==> config.mk <==
export PLATFORM = sky130hd
export DESIGN_NAME = avs_frame_master
export DESIGN_NICKNAME = d
export VERILOG_FILES = /design/src/rtl/avs_pkg.sv /design/src/rtl/avs_tick_gen.sv /design/src/rtl/avs_frame_build.sv /design/src/rtl/avs_shifter.sv /design/src/rtl/avs_frame_master.sv
export SDC_FILE = /design/constraint.sdc
export NUM_CORES = 1
export LEC_CHECK = 0
export BUFFER_PORTS_ARGS = -buffer_cell sky130_fd_sc_hd__buf_2
export CORE_MARGIN = 8
export CORE_UTILIZATION = 52
export CTS_CLUSTER_DIAMETER = 30
export DETAILED_ROUTE_END_ITERATION = 16
export MAX_ROUTING_LAYER = met4
export PLACE_DENSITY = 0.73
export SYNTH_ARGS = -nofsm -noshare
export SYNTH_HDL_FRONTEND = slang
export SYNTH_SLANG_ARGS = --single-unit
export TNS_END_PERCENT = 20
==> constraint.sdc <==
create_clock -name clk -period 4.5 [get_ports clk]
set_input_delay 0.225 -clock clk [delete_from_list [all_inputs] [get_ports clk]]
set_output_delay 0.225 -clock clk [all_outputs]
set_load 0.05 [all_outputs]
==> src/rtl/avs_pkg.sv <==
package avs_pkg;
  localparam int FRAME_W = 32;
  localparam int CRC_W   = 3;

  typedef enum logic [1:0] {ST_IDLE, ST_TX, ST_GAP, ST_RX} avs_state_e;

  // Remainder of msg*x^3 divided by x^3+x+1, by long division
  function automatic logic [CRC_W-1:0] crc3(input logic [FRAME_W-CRC_W-1:0] msg);
    logic [FRAME_W-1:0] rem;
    rem = {msg, {CRC_W{1'b0}}};
    for (int i = FRAME_W - 1; i >= CRC_W; i--) begin
      if (rem[i]) rem[i-:4] = rem[i-:4] ^ 4'b1011;
    end
    return rem[CRC_W-1:0];
  endfunction
endpackage

==> src/rtl/avs_tick_gen.sv <==
module avs_tick_gen #(
  parameter int DIV_W = 10
) (
  input  logic             clk,
  input  logic             rst_n,
  input  logic             run,
  input  logic [DIV_W-1:0] div,
  output logic             tick
);
  logic [DIV_W-1:0] cnt;

  always_ff @(posedge clk or negedge rst_n) begin
    if (!rst_n)          cnt <= '0;
    else if (!run)       cnt <= '0;
    else if (cnt == div) cnt <= '0;
    else                 cnt <= cnt + 1'b1;
  end

  assign tick = run && (cnt == div);

  // tick spacing never exceeds the divider
  p_cnt_bound_r11: assert property (@(posedge clk) disable iff (!rst_n)
    (run && $past(run) && $stable(div)) |-> (cnt <= div));
endmodule

==> src/rtl/avs_frame_build.sv <==
module avs_frame_build
  import avs_pkg::*;
(
  input  logic               idle,
  input  logic [1:0]         ctype,
  input  logic               cgroup,
  input  logic [3:0]         dtype,
  input  logic [3:0]         rail,
  input  logic [15:0]        data,
  output logic [FRAME_W-1:0] frame
);
  logic [FRAME_W-CRC_W-1:0] body;

  always_comb begin
    body = {2'b01, ctype, cgroup, dtype, rail, data};
    if (idle) frame = '1;
    else      frame = {body, crc3(body)};
  end
endmodule

==> src/rtl/avs_shifter.sv <==
module avs_shifter
  import avs_pkg::*;
(
  input  logic               clk,
  input  logic               rst_n,
  input  logic               load,
  input  logic [FRAME_W-1:0] load_val,
  input  logic               tx_shift,
  input  logic               rx_sample,
  input  logic               miso,
  output logic               mosi,
  output logic [FRAME_W-1:0] rx_word
);
  logic [FRAME_W-1:0] tx_sh;
  logic [FRAME_W-1:0] rx_sh;

  always_ff @(posedge clk or negedge rst_n) begin
    if (!rst_n) begin
      tx_sh <= '1;
      rx_sh <= '0;
    end else begin
      if (load)          tx_sh <= load_val;
      else if (tx_shift) tx_sh <= {tx_sh[FRAME_W-2:0], 1'b1};
      if (load)           rx_sh <= '0;
      else if (rx_sample) rx_sh <= {rx_sh[FRAME_W-2:0], miso};
    end
  end

  assign mosi    = tx_sh[FRAME_W-1];
  assign rx_word = rx_sh;

  // never load and shift in the same cycle
  p_load_excl_r6: assert property (@(posedge clk) disable iff (!rst_n)
    load |-> !(tx_shift || rx_sample));
endmodule

==> src/rtl/avs_frame_master.sv <==
module avs_frame_master
  import avs_pkg::*;
#(
  parameter int DIV_W   = 10,
  parameter int GAP_W   = 17,
  parameter int PHASES  = 8
) (
  input  logic               clk,
  input  logic               rst_n,
  input  logic               cmd_valid,
  output logic               cmd_ready,
  input  logic               cmd_idle,
  input  logic [1:0]         cmd_type,
  input  logic               cmd_group,
  input  logic [3:0]         cmd_dtype,
  input  logic [3:0]         cmd_rail,
  input  logic [15:0]        cmd_data,
  input  logic [DIV_W-1:0]   clk_div,
  input  logic [GAP_W-1:0]   frame_gap,
  output logic               sclk,
  output logic               mosi,
  input  logic               miso,
  output logic               busy,
  output logic [FRAME_W-1:0] rsp_data,
  output logic               done,
  input  logic               done_clr
);
  localparam int PH_W  = $clog2(PHASES);
  localparam int HALF  = PHASES / 2;
  localparam int BIT_W = $clog2(FRAME_W);

  avs_state_e         state;
  logic [PH_W-1:0]    ph;
  logic [BIT_W-1:0]   bcnt;
  logic [GAP_W-1:0]   gap_cnt;
  logic               tick, accept, bit_end, frame_end, sample;
  logic [FRAME_W-1:0] frame, rx_word;

  assign accept    = cmd_valid && cmd_ready;
  assign bit_end   = tick && (ph == PH_W'(PHASES - 1));
  assign frame_end = bit_end && (bcnt == BIT_W'(FRAME_W - 1));
  assign sample    = tick && (state == ST_RX) && (ph == PH_W'(HALF - 1));

  avs_tick_gen #(.DIV_W(DIV_W)) u_tick (
    .clk  (clk),
    .rst_n(rst_n),
    .run  ((state == ST_TX) || (state == ST_RX)),
    .div  (clk_div),
    .tick (tick)
  );

  avs_frame_build u_build (
    .idle  (cmd_idle),
    .ctype (cmd_type),
    .cgroup(cmd_group),
    .dtype (cmd_dtype),
    .rail  (cmd_rail),
    .data  (cmd_data),
    .frame (frame)
  );

  avs_shifter u_shift (
    .clk      (clk),
    .rst_n    (rst_n),
    .load     (accept),
    .load_val (frame),
    .tx_shift (bit_end && (state == ST_TX)),
    .rx_sample(sample),
    .miso     (miso),
    .mosi     (mosi),
    .rx_word  (rx_word)
  );

  always_ff @(posedge clk or negedge rst_n) begin
    if (!rst_n) begin
      state    <= ST_IDLE;
      ph       <= '0;
      bcnt     <= '0;
      gap_cnt  <= '0;
      rsp_data <= '0;
      done     <= 1'b0;
    end else begin
      if (accept || state == ST_GAP) begin
        ph   <= '0;
        bcnt <= '0;
      end else if (tick) begin
        ph <= (ph == PH_W'(PHASES - 1)) ? '0 : ph + 1'b1;
        if (bit_end) bcnt <= (frame_end) ? '0 : bcnt + 1'b1;
      end

      unique case (state)
        ST_IDLE: if (accept) state <= ST_TX;
        ST_TX: if (frame_end) begin
          gap_cnt <= frame_gap;
          state   <= (frame_gap == '0) ? ST_RX : ST_GAP;
        end
        ST_GAP: begin
          if (gap_cnt <= GAP_W'(1)) state <= ST_RX;
          else                      gap_cnt <= gap_cnt - 1'b1;
        end
        ST_RX: if (frame_end) begin
          state    <= ST_IDLE;
          rsp_data <= rx_word;
        end
        default: state <= ST_IDLE;
      endcase

      if (state == ST_RX && frame_end) done <= 1'b1;
      else if (done_clr)               done <= 1'b0;
    end
  end

  assign busy      = (state != ST_IDLE);
  assign cmd_ready = !busy;
  assign sclk      = ((state == ST_TX) || (state == ST_RX)) && (ph >= PH_W'(HALF));

  // clock rests low outside an exchange
  p_sclk_idle_r5: assert property (@(posedge clk) disable iff (!rst_n)
    !busy |-> (!sclk && mosi));
  // data held while clock is high
  p_mosi_hold_r4: assert property (@(posedge clk) disable iff (!rst_n)
    (sclk && $past(sclk)) |-> $stable(mosi));
  // busy follows an accepted command
  p_busy_after_accept_r6: assert property (@(posedge clk) disable iff (!rst_n)
    accept |=> busy);
  // no acceptance while busy
  p_no_accept_busy_r6: assert property (@(posedge clk) disable iff (!rst_n)
    busy |-> !cmd_ready);
  // reply register only moves as the exchange ends
  p_rsp_hold_r8: assert property (@(posedge clk) disable iff (!rst_n)
    !$stable(rsp_data) |-> $fell(busy));
  // done set at the end of every exchange
  p_done_set_r9: assert property (@(posedge clk) disable iff (!rst_n)
    $fell(busy) |-> done);
  // clear wins when no exchange ends on that edge
  p_done_clr_r9: assert property (@(posedge clk) disable iff (!rst_n)
    ($past(done_clr) && !$fell(busy)) |-> !done);
  // gap keeps clock low and data high
  p_gap_shape_r10: assert property (@(posedge clk) disable iff (!rst_n)
    (state == ST_GAP) |-> (!sclk && mosi));
endmodule

---- After elaboration in Yosys (flattened, before gate mapping) ----
Cells that the tools add are included.
cells by class
  add/subtract/negate cells ............... 4
  bitwise operators ....................... 28
  multiplexer cells ....................... 79
  equality and inequality tests ........... 12
  $lt $le $gt $ge ......................... 2
  reduce and logical (&&, ||, !) cells .... 25
operators by type and width
  operator               count
  $mux 32                5
  $mux 3                 30
  $mux 2                 31
  $not 2->2              28
  $mux 17                2
  $pmux 17 s2            1
  $mux 10                2
  $mux 5                 4
  $le 17x1->1 const B    1
  $logic_not 17->1       1
  $sub 17x1->17 const B  1
  $reduce_bool 2->1      7
  $add 10x1->10 const B  1
  $eq 10x10->1           1
  $logic_and 1x1->1      9
  $ne 2x2->1 const B     4
  $pmux 2 s4             1
  $add 5x1->5 const B    1
  $eq 5x5->1 const B     1
  $eq 2x2->1 const B     2
  $reduce_and 2->1       2
  $reduce_and 4->1       1
  $add 3x1->3 const B    1
  $eq 3x2->1 const B     1
  other kinds (9)        12
word-level totals
  input port bits ......................... 60
  register bits after elaboration ......... 134
  output and inout bits ................... 37

---- Depth between registers and ports, before layout ----
Gate-level depths: netlist of the first run.
  depth after elaboration ................. 84
  mapped depth ............................ 10
  gate-level depth less buffers ........... 8

---- By module ----
From an unflattened synthesis of the first run, not the netlist that was laid out.
unflattened totals
  cell total of the unflattened synthesis .. 650
  area, all modules ....................... 7124.3 um2
by module, submodules not included
  module            area each (um2)  cells each  seq. area each (um2)  times used
  avs_frame_master  3126.7           283         1501.4                1
  avs_shifter       2866.5           243         1641.6                1
  avs_tick_gen      591.8            61          250.2                 1
  avs_frame_build   539.3            63          0.0                   1

---- Least setup slack after synthesis of the first run ----
No wires, ideal clock.
  path type ............................... flip-flop to flip-flop
  start point ............................. register bcnt[0]
  end point ............................... register state[1]
  arrival time ............................ 2191 ps
  buffers on the path ..................... 1
  setup slack ............................. 2184 ps
  library setup time ...................... 125 ps
  cell stages (with the launch flop) ...... 10
  path through ............................ dfrtp_1 -> ha_1 -> and3_1 -> ha_1 -> and2_1 -> and4_2 -> buf_2 -> o21ai_1 -> o21bai_1 -> mux2_2
on the way
  longest elaborated chain between the ends .. 4
  elaborated cells between the ends (all ways) .. 5
ends and longest elaborated chain
  element                         line                    text
  from (decl)                     avs_frame_master.sv:34  logic [BIT_W-1:0] bcnt;
  from (signal assigned)          avs_frame_master.sv:88  if (bit_end) bcnt <= (frame_end) ? '0 : bcnt + 1'b1;
  $eq 5x5->1 (*)                  avs_frame_master.sv:41  assign frame_end = bit_end && (bcnt == BIT_W'(FRAME_W - 1));
  $logic_and 1x1->1 (*)           avs_frame_master.sv:41
  $ne 2x2->1 (no line)            -
  $reduce_and 4->1 (no line) (*)  -
  to (signal assigned)            avs_frame_master.sv:95  state <= (frame_gap == '0) ? ST_RX : ST_GAP;
  to (decl)                       avs_frame_master.sv:32  avs_state_e state;
Mark *: on every way between the ends. The rest lies on a longest branch, timed or not.
A chain may end at the register's enable or synchronous reset.

---- Final worst setup path of the first run ----
  start point ............................. register u_tick.cnt[8]
  end point ............................... register u_shift.rx_sh[15], in the netlist u_shift.rx_word[15]
on the way
  longest elaborated chain between the ends .. 5
ends and longest elaborated chain
  element                         line                    text
  from (decl)                     avs_tick_gen.sv:10      logic [DIV_W-1:0] cnt;
  from (signal assigned)          avs_tick_gen.sv:16      else cnt <= cnt + 1'b1;
  $eq 10x10->1                    avs_tick_gen.sv:19      assign tick = run && (cnt == div);
  $logic_and 1x1->1               avs_tick_gen.sv:19
  $logic_and 1x1->1 (2 in a row)  avs_frame_master.sv:42  assign sample = tick && (state == ST_RX) && (ph == PH_W'(HALF - 1));
  $reduce_bool 2->1 (no line)     -
  to (signal assigned)            avs_shifter.sv:25       else if (rx_sample) rx_sh <= {rx_sh[FRAME_W-2:0], miso};
  to (decl)                       avs_shifter.sv:15       logic [FRAME_W-1:0] rx_sh;
No other way between the ends.

==> results.tsv, run 1 <==
stage	metric	value	unit
outcome	outcome	finished, final reports clean	
route	DRC	0	
cells_and_area	Finished Layout Cells	959	
clocking	Worst-path clk slew	60	ps
power	static leakage	3.73	nW
timing	Rel. slew slack	0.203	
cells_and_area	area delta synth->final	18.2	%
floorplan	Core Area	13100	µm²
route	final wirelength	15700	µm
floorplan	number of core rows	42	
timing	Slew Limit Fails	0	
setup_path	Critical Path RT	4750	ps
synth	Primary FF master, synth	dfrtp_1	
clocking	CTS Root Cell	clkbuf_16	
placed_design	Final HPWL DP	10700	µm
clocking	TritonCTS clock tree	yes	
synth	warnings from Yosys	0	
grt	initial antenna violation count	1	
floorplan	Die Span Y	131	µm
timing	Final Setup Violations	0	
cells_and_area	# fillers	1086	
grt	GRT overflow	0	
grt	vias in the first global route	5338	
route	Vias	5311	
cells_and_area	fin nets	841	
floorplan	die width	131	µm
setup_path	Setup crit end kind	flip-flop	
floorplan	IO Count	97	
route	drt wl/cell	16.4	µm
floorplan	initial core utilization	0.526	
timing	Worst Skew	7.25	ps
setup_path	type of origin of the critical path	flip-flop	
route	Final ANT Viol Nets	0	
placed_design	# placed instances	924	
synth	Async SR Flop Fraction	1.00	
timing	crit share post-route	0.623	
clocking	TritonCTS Buffers	17	
synth	#FFs+latches synth	134	
clocking	H-tree Lvls	4	
floorplan	die area	17200	µm²
timing	Fin. Hold Viols	0	
synth	Post-Syn Area	6890	µm²
synth	Post-synth EDFFs	0	
synth	net count after synthesis	758	
job	maxcap violations	0	
synth	sequential element share of the synthesized area	0.493	
grt	first-pass GRT wire length	25600	µm
power	Power Density	389	nW/µm²
placed_design	PortBufs	96	
clocking	# clock sinks	134	
grt	Total GRT Usage	0.195	
timing	RSZ-0062 raised after global routing	false	
setup_path	Crit path arrival time	3050	ps
clocking	Max Buffers Root-to-Sink	2	
route	drt pass-1 iters	5	
power	Peak supply drop	0.227	mV
timing	setup TNS	0	ps
clocking	# Post-CTS Setup Buffers	0	
power	Pwr Total	3.16	mW
setup_path	CP max FO	32	
synth	post-synthesis cell type count	51	
timing	worst hold slack	90.9	ps
route	vias per inst	5.54	
timing	Min Clock Period, post-route	2800	ps
synth	Avg Synthesized Cell Area	10.0	µm²
cells_and_area	Layout Utilization	0.622	
timing	Fmax	357	MHz
timing	worst slew pin tran	1200	ps
route	initial drt markers	369	
hold_path	Hold Crit Class	primary input to flip-flop	
placed_design	GP Congestion	0.853	
cells_and_area	layout cells sized above 1	0.260	
clocking	Clk Latency, worst-skew pair	420	ps
grt	largest net degree at the start of global routing	72	
synth	Syn Inst Count	686	
setup_path	crit path kind	flip-flop to flip-flop	
cell usage in the layout (no fill, tap or decap), drive strengths merged, types with 10 or more instances in the layout:
| master | synthesis | final |
|---|---|---|
| xor2 | 14 | 14 |
| clkbuf | 22 | 20 |
| nor3 | 40 | 40 |
| inv | 24 | 24 |
| dfrtp | 102 | 102 |
| a21oi | 19 | 19 |
| nand2 | 86 | 86 |
| mux2i | 50 | 50 |
| a31oi | 29 | 29 |
| nand3 | 11 | 11 |
| ha | 12 | 12 |
| mux2 | 33 | 33 |
| buf | 15 | 99 |
| o21ai | 10 | 10 |
| xnor2 | 36 | 36 |
| nor2 | 88 | 88 |
| dfstp | 32 | 32 |
worst max-delay path: stages, from the launching register on:
cell,delay (ps)
dfrtp_1,400
xor2_1,180
nor4_2,440
nand3_1,260
nor2_4,960
mux2i_1,310
nor2_1,60
registers in the layout, summed over array words and instances, names as in the netlist:
signal / cells
state: 2
done: 1
u_shift.rx_word: 32
rsp_data: 32
gap_cnt: 17
bcnt: 5
ph: 3
u_shift.tx_sh: 32
u_tick.cnt: 10
cells in the mapped netlist (all sizes together) (2+ instances only):
library cell | n | area, µm²
a211oi | 5 | 37.5
a21oi | 19 | 95.1
a311oi | 9 | 78.8
a31oi | 29 | 181
a32oi | 2 | 17.5
and2 | 5 | 33.8
and3 | 5 | 31.3
and4 | 2 | 21.3
buf | 15 | 103
clkbuf | 22 | 82.6
dfrtp | 102 | 2550
dfstp | 32 | 841
ha | 12 | 150
inv | 24 | 90.1
mux2 | 33 | 372
mux2i | 50 | 500
nand2 | 86 | 330
nand2b | 8 | 50.1
nand3 | 11 | 55.1
nand4 | 3 | 18.8
nor2 | 88 | 333
nor3 | 40 | 205
nor4 | 7 | 62.6
o21ai | 10 | 61.3
o31ai | 2 | 15.0
or3 | 3 | 18.8
or4 | 2 | 15.0
xnor2 | 36 | 315
xor2 | 14 | 123
metal layers:
layer	routed length [µm]	GRT usage
met2	7640	0.309
met3	904	0.0449
met1	6910	0.238
met5	0	-
met4	226	0.0770
cells by family (layout without fill, tap and decap cells):
| family | count (synthesis) | in the layout | synth area share |
|---|---|---|---|
| buffers and inverters | 61 | 157 | 0.0400 |
| muxes | 83 | 83 | 0.127 |
| xor gates and xnor gates | 50 | 50 | 0.0636 |
| adders and majority gates | 12 | 12 | 0.0218 |
| other | 0 | 1 | 0 |
| AOI/OAI and AO/OA | 83 | 83 | 0.0805 |
| and+or+nand+nor | 263 | 263 | 0.175 |
| DFF | 134 | 134 | 0.493 |
power breakdown:
part / switching [mW] / total, mW / internal, mW
Clock: 0.516 / 1.58 / 1.07
Sequential: 0.0429 / 1.29 / 1.24
Combinational: 0.163 / 0.296 / 0.133
Total: 0.721 / 3.16 / 2.44
per-stage QoR:
stage          cell area [µm²]  setup slack (ps)
4_1_cts                   8130              1660
6_report                  8140              1700
3_3_place_gp              7430              1900
5_1_grt                   8140              1500
2_1_floorplan             6890              2180
3_5_place_dp              7430              1730
final cells by class:
class,instances,area [µm²],share of cell area
well taps,176,220,0.0271
clock buffers,20,457,0.0561
diodes,1,2.50,0.000308
inverters,24,90.1,0.0111
repair buffers,101,526,0.0646
flip-flops and latches,134,3390,0.417
clock inverters,12,224,0.0275
multi-input cells,491,3220,0.396
path summary, 6_finish.rpt:
path                                                        end  cells past startpoint                      from  slack (ps)
worst max register to register  u_shift.rx_word[15]$_DFFE_PN0P_                      6   u_tick.cnt[8]$_DFF_PN0_        1700
worst max-delay path            u_shift.rx_word[15]$_DFFE_PN0P_                      6   u_tick.cnt[8]$_DFF_PN0_        1700
worst min register to register         rsp_data[25]$_DFFE_PN0P_                      1  rsp_data[25]$_DFFE_PN0P_         490
max in group asynchronous         u_shift.tx_sh[25]$_DFFE_PN1P_                      3                     rst_n        2990
min in group asynchronous               gap_cnt[14]$_DFFE_PN0P_                      2                     rst_n         480
worst min-delay path             u_shift.rx_word[0]$_DFFE_PN0P_                      3                      miso          90
what timing repair did:
item / 4_1_cts / 5_1_grt
hold endpoints to repair: 70 / 0
hold buffers: 2 / 0
resized for setup: 0 / 0
(Power assumes the default switching activity.)
==> inputs of run 2 (changes only) <==
- clock period: 4.5 -> 2.65 ns (I/O delays scaled with it)
==> run 2 against run 1 <==
Clock skew rose by 1.9 ps. Combinational power rose by 72%. Hold slack got worse by 59 ps. Critical endpoint is now gap_cnt[3]$_DFFE_PN0P_. Largest cell class unchanged. Largest power group unchanged.
==> results.tsv, run 2 (synthesis results as in run 1) <==
stage	metric	value	unit	change
power	static leakage	3.76	nW	was 3.73 nW
clocking	CTS Root Cell	clkbuf_16		unchanged
clocking	# Post-CTS Setup Buffers	0		unchanged
grt	largest net degree at the start of global routing	66		was 72
power	Clk pwr share	0.460		was 0.500
clocking	Clk Latency, worst-skew pair	420	ps	about the same
timing	Setup WS post-layout	243	ps	was 1700 ps
placed_design	PortBufs	96		unchanged
power	switching share of total power	0.249		was 0.228
floorplan	Core Area	13100	µm²	unchanged
timing	setup TNS	0	ps	unchanged
timing	Rel. slew slack	0.518		was 0.203
power	Peak supply drop	0.403	mV	was 0.227 mV
grt	first-pass GRT wire length	25800	µm	was 25,600 µm
route	Final ANT Viol Nets	0		unchanged
grt	GRT overflow	0		unchanged
setup_path	crit path kind	flip-flop to flip-flop		unchanged
clocking	TritonCTS Buffers	17		unchanged
route	Vias	5337		was 5,311
timing	worst slew pin tran	718	ps	was 1200 ps
cells_and_area	fin nets	851		was 841
floorplan	die area	17200	µm²	unchanged
setup_path	CP max FO	11		was 32
timing	Worst Skew	9.19	ps	was 7.25 ps
cells_and_area	most common cell after layout, fill and taps aside	dfrtp_1		unchanged
clocking	H-tree Lvls	4		unchanged
outcome	outcome	finished, final reports clean		unchanged
power	Comb power frac	0.102		was 0.093
setup_path	Crit path arrival time	2740	ps	was 3050 ps
route	drt wl/cell	15.8	µm	was 16.4 µm
clocking	Worst-path clk slew	60	ps	about the same
floorplan	IO Count	97		unchanged
grt	Total GRT Usage	0.194		was 0.195
setup_path	Critical Path RT	2980	ps	was 4750 ps
floorplan	number of core rows	42		unchanged
setup_path	Setup crit end kind	flip-flop		unchanged
timing	Min Clock Period, post-route	2410	ps	was 2800 ps
power	NetSw	1.24	mW	was 0.721 mW
route	initial drt markers	390		was 369
clocking	# clock sinks	134		unchanged
power	sequential power share	0.438		was 0.406
floorplan	initial core utilization	0.526		unchanged
placed_design	GP Congestion	0.901		was 0.853
floorplan	die width	131	µm	unchanged
cells_and_area	area delta synth->final	18.4	%	was 18.2%
route	final wirelength	15300	µm	was 15,700 µm
power	Power Density	611	nW/µm²	was 389 nW/µm²
clocking	TritonCTS clock tree	yes		unchanged
power	cell-internal power	3.74	mW	was 2.44 mW
timing	Fin. Hold Viols	0		unchanged
job	maxcap violations	0		unchanged
cells_and_area	layout cells sized above 1	0.265		was 0.260
clocking	Post-CTS Resized	0		unchanged
setup_path	type of origin of the critical path	flip-flop		unchanged
timing	crit share post-route	0.908		was 0.623
placed_design	worst slack, placed	224	ps	was 1730 ps
timing	Final Setup Violations	0		unchanged
route	vias per inst	5.51		was 5.54
timing	RSZ-0062 raised after global routing	false		unchanged
timing	Fmax	415	MHz	was 357 MHz
cells_and_area	most frequent cells in the layout	dfrtp_1 (102), buf_2 (95), nor2_1 (87)		unchanged
route	drt pass-1 iters	5		unchanged
hold_path	Hold Crit Class	primary input to flip-flop		unchanged
timing	Slew Limit Fails	0		unchanged
floorplan	Die Span Y	131	µm	unchanged
placed_design	Final HPWL DP	10700	µm	about the same
route	DRC	0		unchanged
grt	vias in the first global route	5358		was 5,338
clocking	Max Buffers Root-to-Sink	2		unchanged
grt	initial antenna violation count	1		unchanged
-- run 2: changes by cell type in the layout (fill, tap and decap cells not counted), moves of 2 or more --
| cell | change |
|---|---|
| clkbuf_8 | -2 |
| clkbuf_1 | +2 |
| buf_4 | +6 |
| clkbuf_16 | +2 |
| clkinv_2 | +2 |
| clkinv_4 | +2 |
| buf_12 | +3 |
| bufinv_16 | -5 |
| clkinvlp_4 | -3 |
-- run 2: critical path, cell delays in order (launching register included) --
cell,delay [ps]
dfrtp_1,410
ha_1,240
and3_1,190
ha_1,260
and2_1,200
a41o_1,280
and2_1,310
and3_1,230
nor3_1,190
-- run 2: layout make-up --
cell class                 instances  area, µm²
fill                            1064       4930
sequential                       134       3390
multi-input combinational        491       3220
timing repair buffer             111        641
clock buffer                      22        487
tap                              176        220
clock inverter                    10       93.8
inverter                          24       90.1
antenna                            1       2.50
-- run 2: path summary, 6_finish.rpt --
check | startpoint | cells past startpoint | to | slack, ps
max in group asynchronous | rst_n | 3 | u_shift.tx_sh[25]$_DFFE_PN1P_ | 1530
setup reg to reg | bcnt[0]$_DFFE_PN0P_ | 8 | gap_cnt[3]$_DFFE_PN0P_ | 240
hold / removal | cmd_data[3] | 3 | u_shift.tx_sh[6]$_DFFE_PN1P_ | 30
min in group asynchronous | rst_n | 2 | gap_cnt[13]$_DFFE_PN0P_ | 240
hold reg to reg | u_shift.tx_sh[29]$_DFFE_PN1P_ | 2 | u_shift.tx_sh[30]$_DFFE_PN1P_ | 490
setup / recovery | bcnt[0]$_DFFE_PN0P_ | 8 | gap_cnt[3]$_DFFE_PN0P_ | 240
-- run 2: power by group through the flow --
stage / logic, mW / clock network (mW) / registers (mW)
after floorplan: 0.337 / 0 / 2.20
after global placement: 0.493 / 0 / 2.21
after detailed placement: 0.507 / 0 / 2.22
after CTS: 0.517 / 2.34 / 2.18
after global routing: 0.564 / 2.44 / 2.19
final: 0.509 / 2.29 / 2.18
-- run 2: layer usage --
metal / global-route usage / share of wire / up-vias
met3: 0.0469 / 0.058 / 22
met2: 0.301 / 0.48 / 156
met5: - / 0 / -
li1: - / - / 2559
met4: 0.0668 / 0.016 / 0
met1: 0.245 / 0.45 / 2600
-- run 2: through the flow --
step / hold WS (ps) / power [mW] / instance area [µm²] / instances / utilization
floorplan: -163 / 2.54 / 6890 / 686 / -
global placement: 147 / 2.70 / 7540 / 933 / 0.576
finish: 32.2 / 4.98 / 8150 / 969 / 0.623
global route: 43.0 / 5.19 / 8150 / 969 / 0.623
detailed placement: 154 / 2.73 / 7540 / 933 / 0.576
CTS: 19.5 / 5.04 / 8150 / 968 / 0.623
-- run 2: what timing repair did --
action / 4_1_cts / 5_1_grt
hold buffers: 3 / 0
setup endpoints to repair: 0 / 0
endpoints found under the hold margin: 38 / 0
==> inputs of run 3 (changes only) <==
==> constraint.sdc (replaced) <==
create_clock -name clk -period 2.65 [get_ports clk]
set_input_delay 0.265 -clock clk [delete_from_list [all_inputs] [get_ports clk]]
set_output_delay 0.265 -clock clk [all_outputs]
set_load 0.05 [all_outputs]
==> run 3 against run 2 <==
Via count grew 0.11%. Cell count shrank 0.21%. Sequential share of layout area is essentially flat. Design area is essentially flat. Clock power grew 3%. Flip-flop and latch count is the same. Maximum frequency grew 1.4%. Worst setup slack gained 33 ps. Critical path type unchanged. Critical endpoint is now rsp_data[28]$_DFFE_PN0P_.
==> results.tsv, run 3 (synthesis results as in run 1) <==
stage	metric	value	unit	change
outcome	outcome	finished, final reports clean		unchanged
grt	initial antenna violation count	1		unchanged
clocking	TritonCTS Buffers	17		unchanged
timing	worst slew pin tran	713	ps	was 718 ps
timing	Fin. Hold Viols	0		unchanged
hold_path	Hold Crit Class	primary input to flip-flop		unchanged
grt	met1 Use GR	0.246		was 0.245
grt	Total GRT Usage	0.196		was 0.194
clocking	Clk Latency, worst-skew pair	420	ps	about the same
placed_design	GP Congestion	0.864		was 0.901
clocking	H-tree Lvls	4		unchanged
grt	largest net degree at the start of global routing	54		was 66
clocking	Worst-path clk slew	60	ps	about the same
power	static leakage	3.76	nW	about the same
grt	GRT overflow	0		unchanged
cells_and_area	most frequent cells in the layout	dfrtp_1 (102), buf_2 (95), nor2_1 (87)		unchanged
setup_path	Bufs and invs on worst path	0		unchanged
route	vias per inst	5.53		was 5.51
hold_path	Hold Crit Depth	2		was 3
route	DRC	0		unchanged
setup_path	Crit path max-delay family	simple AND/OR/NAND/NOR gates		unchanged
floorplan	number of core rows	42		unchanged
route	drt wl/cell	16.0	µm	was 15.8 µm
timing	Rel. slew slack	0.522		was 0.518
floorplan	IO Count	97		unchanged
timing	Min Clock Period, post-route	2370	ps	was 2410 ps
timing	crit share post-route	0.896		was 0.908
grt	met3 usage	0.0425		was 0.0469
cells_and_area	footprint of the multi-input gates	3230	µm²	was 3220 µm²
setup_path	CP max stage delay	450	ps	was 410 ps
power	Power Density	621	nW/µm²	was 611 nW/µm²
route	final wirelength	15400	µm	was 15,300 µm
setup_path	type of origin of the critical path	flip-flop		unchanged
setup_path	crit path kind	flip-flop to flip-flop		unchanged
grt	gr busiest metal	met2		unchanged
cells_and_area	area delta synth->final	18.3	%	was 18.4%
placed_design	Final HPWL DP	10700	µm	about the same
timing	RSZ-0062 raised after global routing	false		unchanged
grt	first-pass GRT wire length	25800	µm	about the same
route	initial drt markers	394		was 390
clocking	TritonCTS clock tree	yes		unchanged
setup_path	Worst path depth	6		was 8
clocking	# clock sinks	134		unchanged
cells_and_area	fin nets	849		was 851
placed_design	PortBufs	96		unchanged
cells_and_area	layout cells sized above 1	0.270		was 0.265
job	maxcap violations	0		unchanged
setup_path	setup slack, reg-to-reg	280	ps	was 240 ps
setup_path	Critical Path, Cell by Cell	xor2_1 -> nor4_2 -> and4_4 -> and2_4 -> nand2_4 -> mux2_1		was ha_1 -> and3_1 -> ha_1 -> and2_1 -> a41o_1 -> and2_1 -> and3_1 -> nor3_1
timing	Worst Skew	7.40	ps	was 9.19 ps
setup_path	CP max FO	33		was 11
cells_and_area	most common cell after layout, fill and taps aside	dfrtp_1		unchanged
grt	grt met2 use	0.309		was 0.301
power	Peak supply drop	0.348	mV	was 0.403 mV
floorplan	initial core utilization	0.526		unchanged
cells_and_area	# fillers	1063		was 1,064
setup_path	Critical Path RT	2950	ps	was 2980 ps
power	Pwr Total	5.06	mW	was 4.98 mW
route	Final ANT Viol Nets	0		unchanged
setup_path	worst reg-to-reg path cell count	6		was 8
cells_and_area	Layout Utilization	0.623		about the same
cells_and_area	FF+latch area	3390	µm²	unchanged
setup_path	Crit path arrival time	2670	ps	was 2740 ps
clocking	# Post-CTS Setup Buffers	0		unchanged
route	drt pass-1 iters	5		unchanged
clocking	Max Buffers Root-to-Sink	2		unchanged
timing	Slew Limit Fails	0		unchanged
floorplan	Core Area	13100	µm²	unchanged
setup_path	Setup crit end kind	flip-flop		unchanged
timing	Final Setup Violations	0		unchanged
clocking	CTS Root Cell	clkbuf_16		unchanged
floorplan	Die Span Y	131	µm	unchanged
floorplan	die width	131	µm	unchanged
floorplan	die area	17200	µm²	unchanged
timing	setup TNS	0	ps	unchanged
timing	Fmax	421	MHz	was 415 MHz
grt	vias in the first global route	5366		was 5,358
setup_path	Slowest-stage cell, CP	nor4_2		was dfrtp_1
route	Vias	5343		was 5,337
-- run 3: changes by cell type in the layout (fill, tap and decap cells not counted) --
cell	before	now
bufinv_16	1	2
clkbuf_1	3	1
clkbuf_16	19	18
clkinv_2	3	2
clkinv_4	3	0
dlygate4sd3_1	3	1
ha_1	12	11
ha_2	0	1
inv_4	1	3
inv_6	1	5
-- run 3: stage by stage --
step	worst slack, ps	instance area, µm²	hold WS, ps	cells
3_3_place_gp	327	7540	316	933
2_1_floorplan	334	6890	-30.6	686
4_1_cts	214	8140	44.9	966
6_report	275	8150	52.8	967
5_1_grt	77.0	8150	73.5	967
3_5_place_dp	245	7540	330	933
-- run 3: worst reg2reg max path: stages (launching register included) --
cell	delay (ps)
dfrtp_1	420
xor2_1	170
nor4_2	450
and4_4	350
and2_4	180
nand2_4	250
mux2_1	430
-- run 3: what timing repair did --
| action | in CTS | in global routing |
|---|---|---|
| resized for setup | 0 | 1 |
| hold endpoints to repair | 31 | 0 |
| hold buffers | 1 | 0 |
| setup endpoints to repair | 0 | 1 |
-- run 3: final cells by class --
cell class,instances,area share
antenna,1,0.000307
clock buffer,19,0.0557
clock inverter,13,0.0172
inverter,24,0.0111
multi-input combinational,491,0.396
sequential,134,0.416
tap,176,0.0270
timing repair buffer,109,0.0762
-- run 3: final timing paths --
check | start | endpoint
setup / recovery | u_tick.cnt[0]$_DFF_PN0_ | rsp_data[28]$_DFFE_PN0P_
hold / removal | done_clr | done$_DFFE_PN0P_
setup reg to reg | u_tick.cnt[0]$_DFF_PN0_ | rsp_data[28]$_DFFE_PN0P_
hold reg to reg | rsp_data[30]$_DFFE_PN0P_ | rsp_data[30]$_DFFE_PN0P_
max in group asynchronous | rst_n | rsp_data[30]$_DFFE_PN0P_
min in group asynchronous | rst_n | done$_DFFE_PN0P_
-- run 3: where the power goes --
part           internal (mW)  switching (mW)  total (mW)
Sequential              2.11          0.0745        2.18
Clock                   1.45           0.922        2.37
Combinational          0.227           0.271       0.498
-- run 3: layer usage --
layer	share of wire	vias to the layer above	wire length, µm
met5	0	-	0
met4	0.016	0	240
met3	0.051	24	790
met2	0.49	148	7490
met1	0.45	2617	6910
li1	-	2554	-
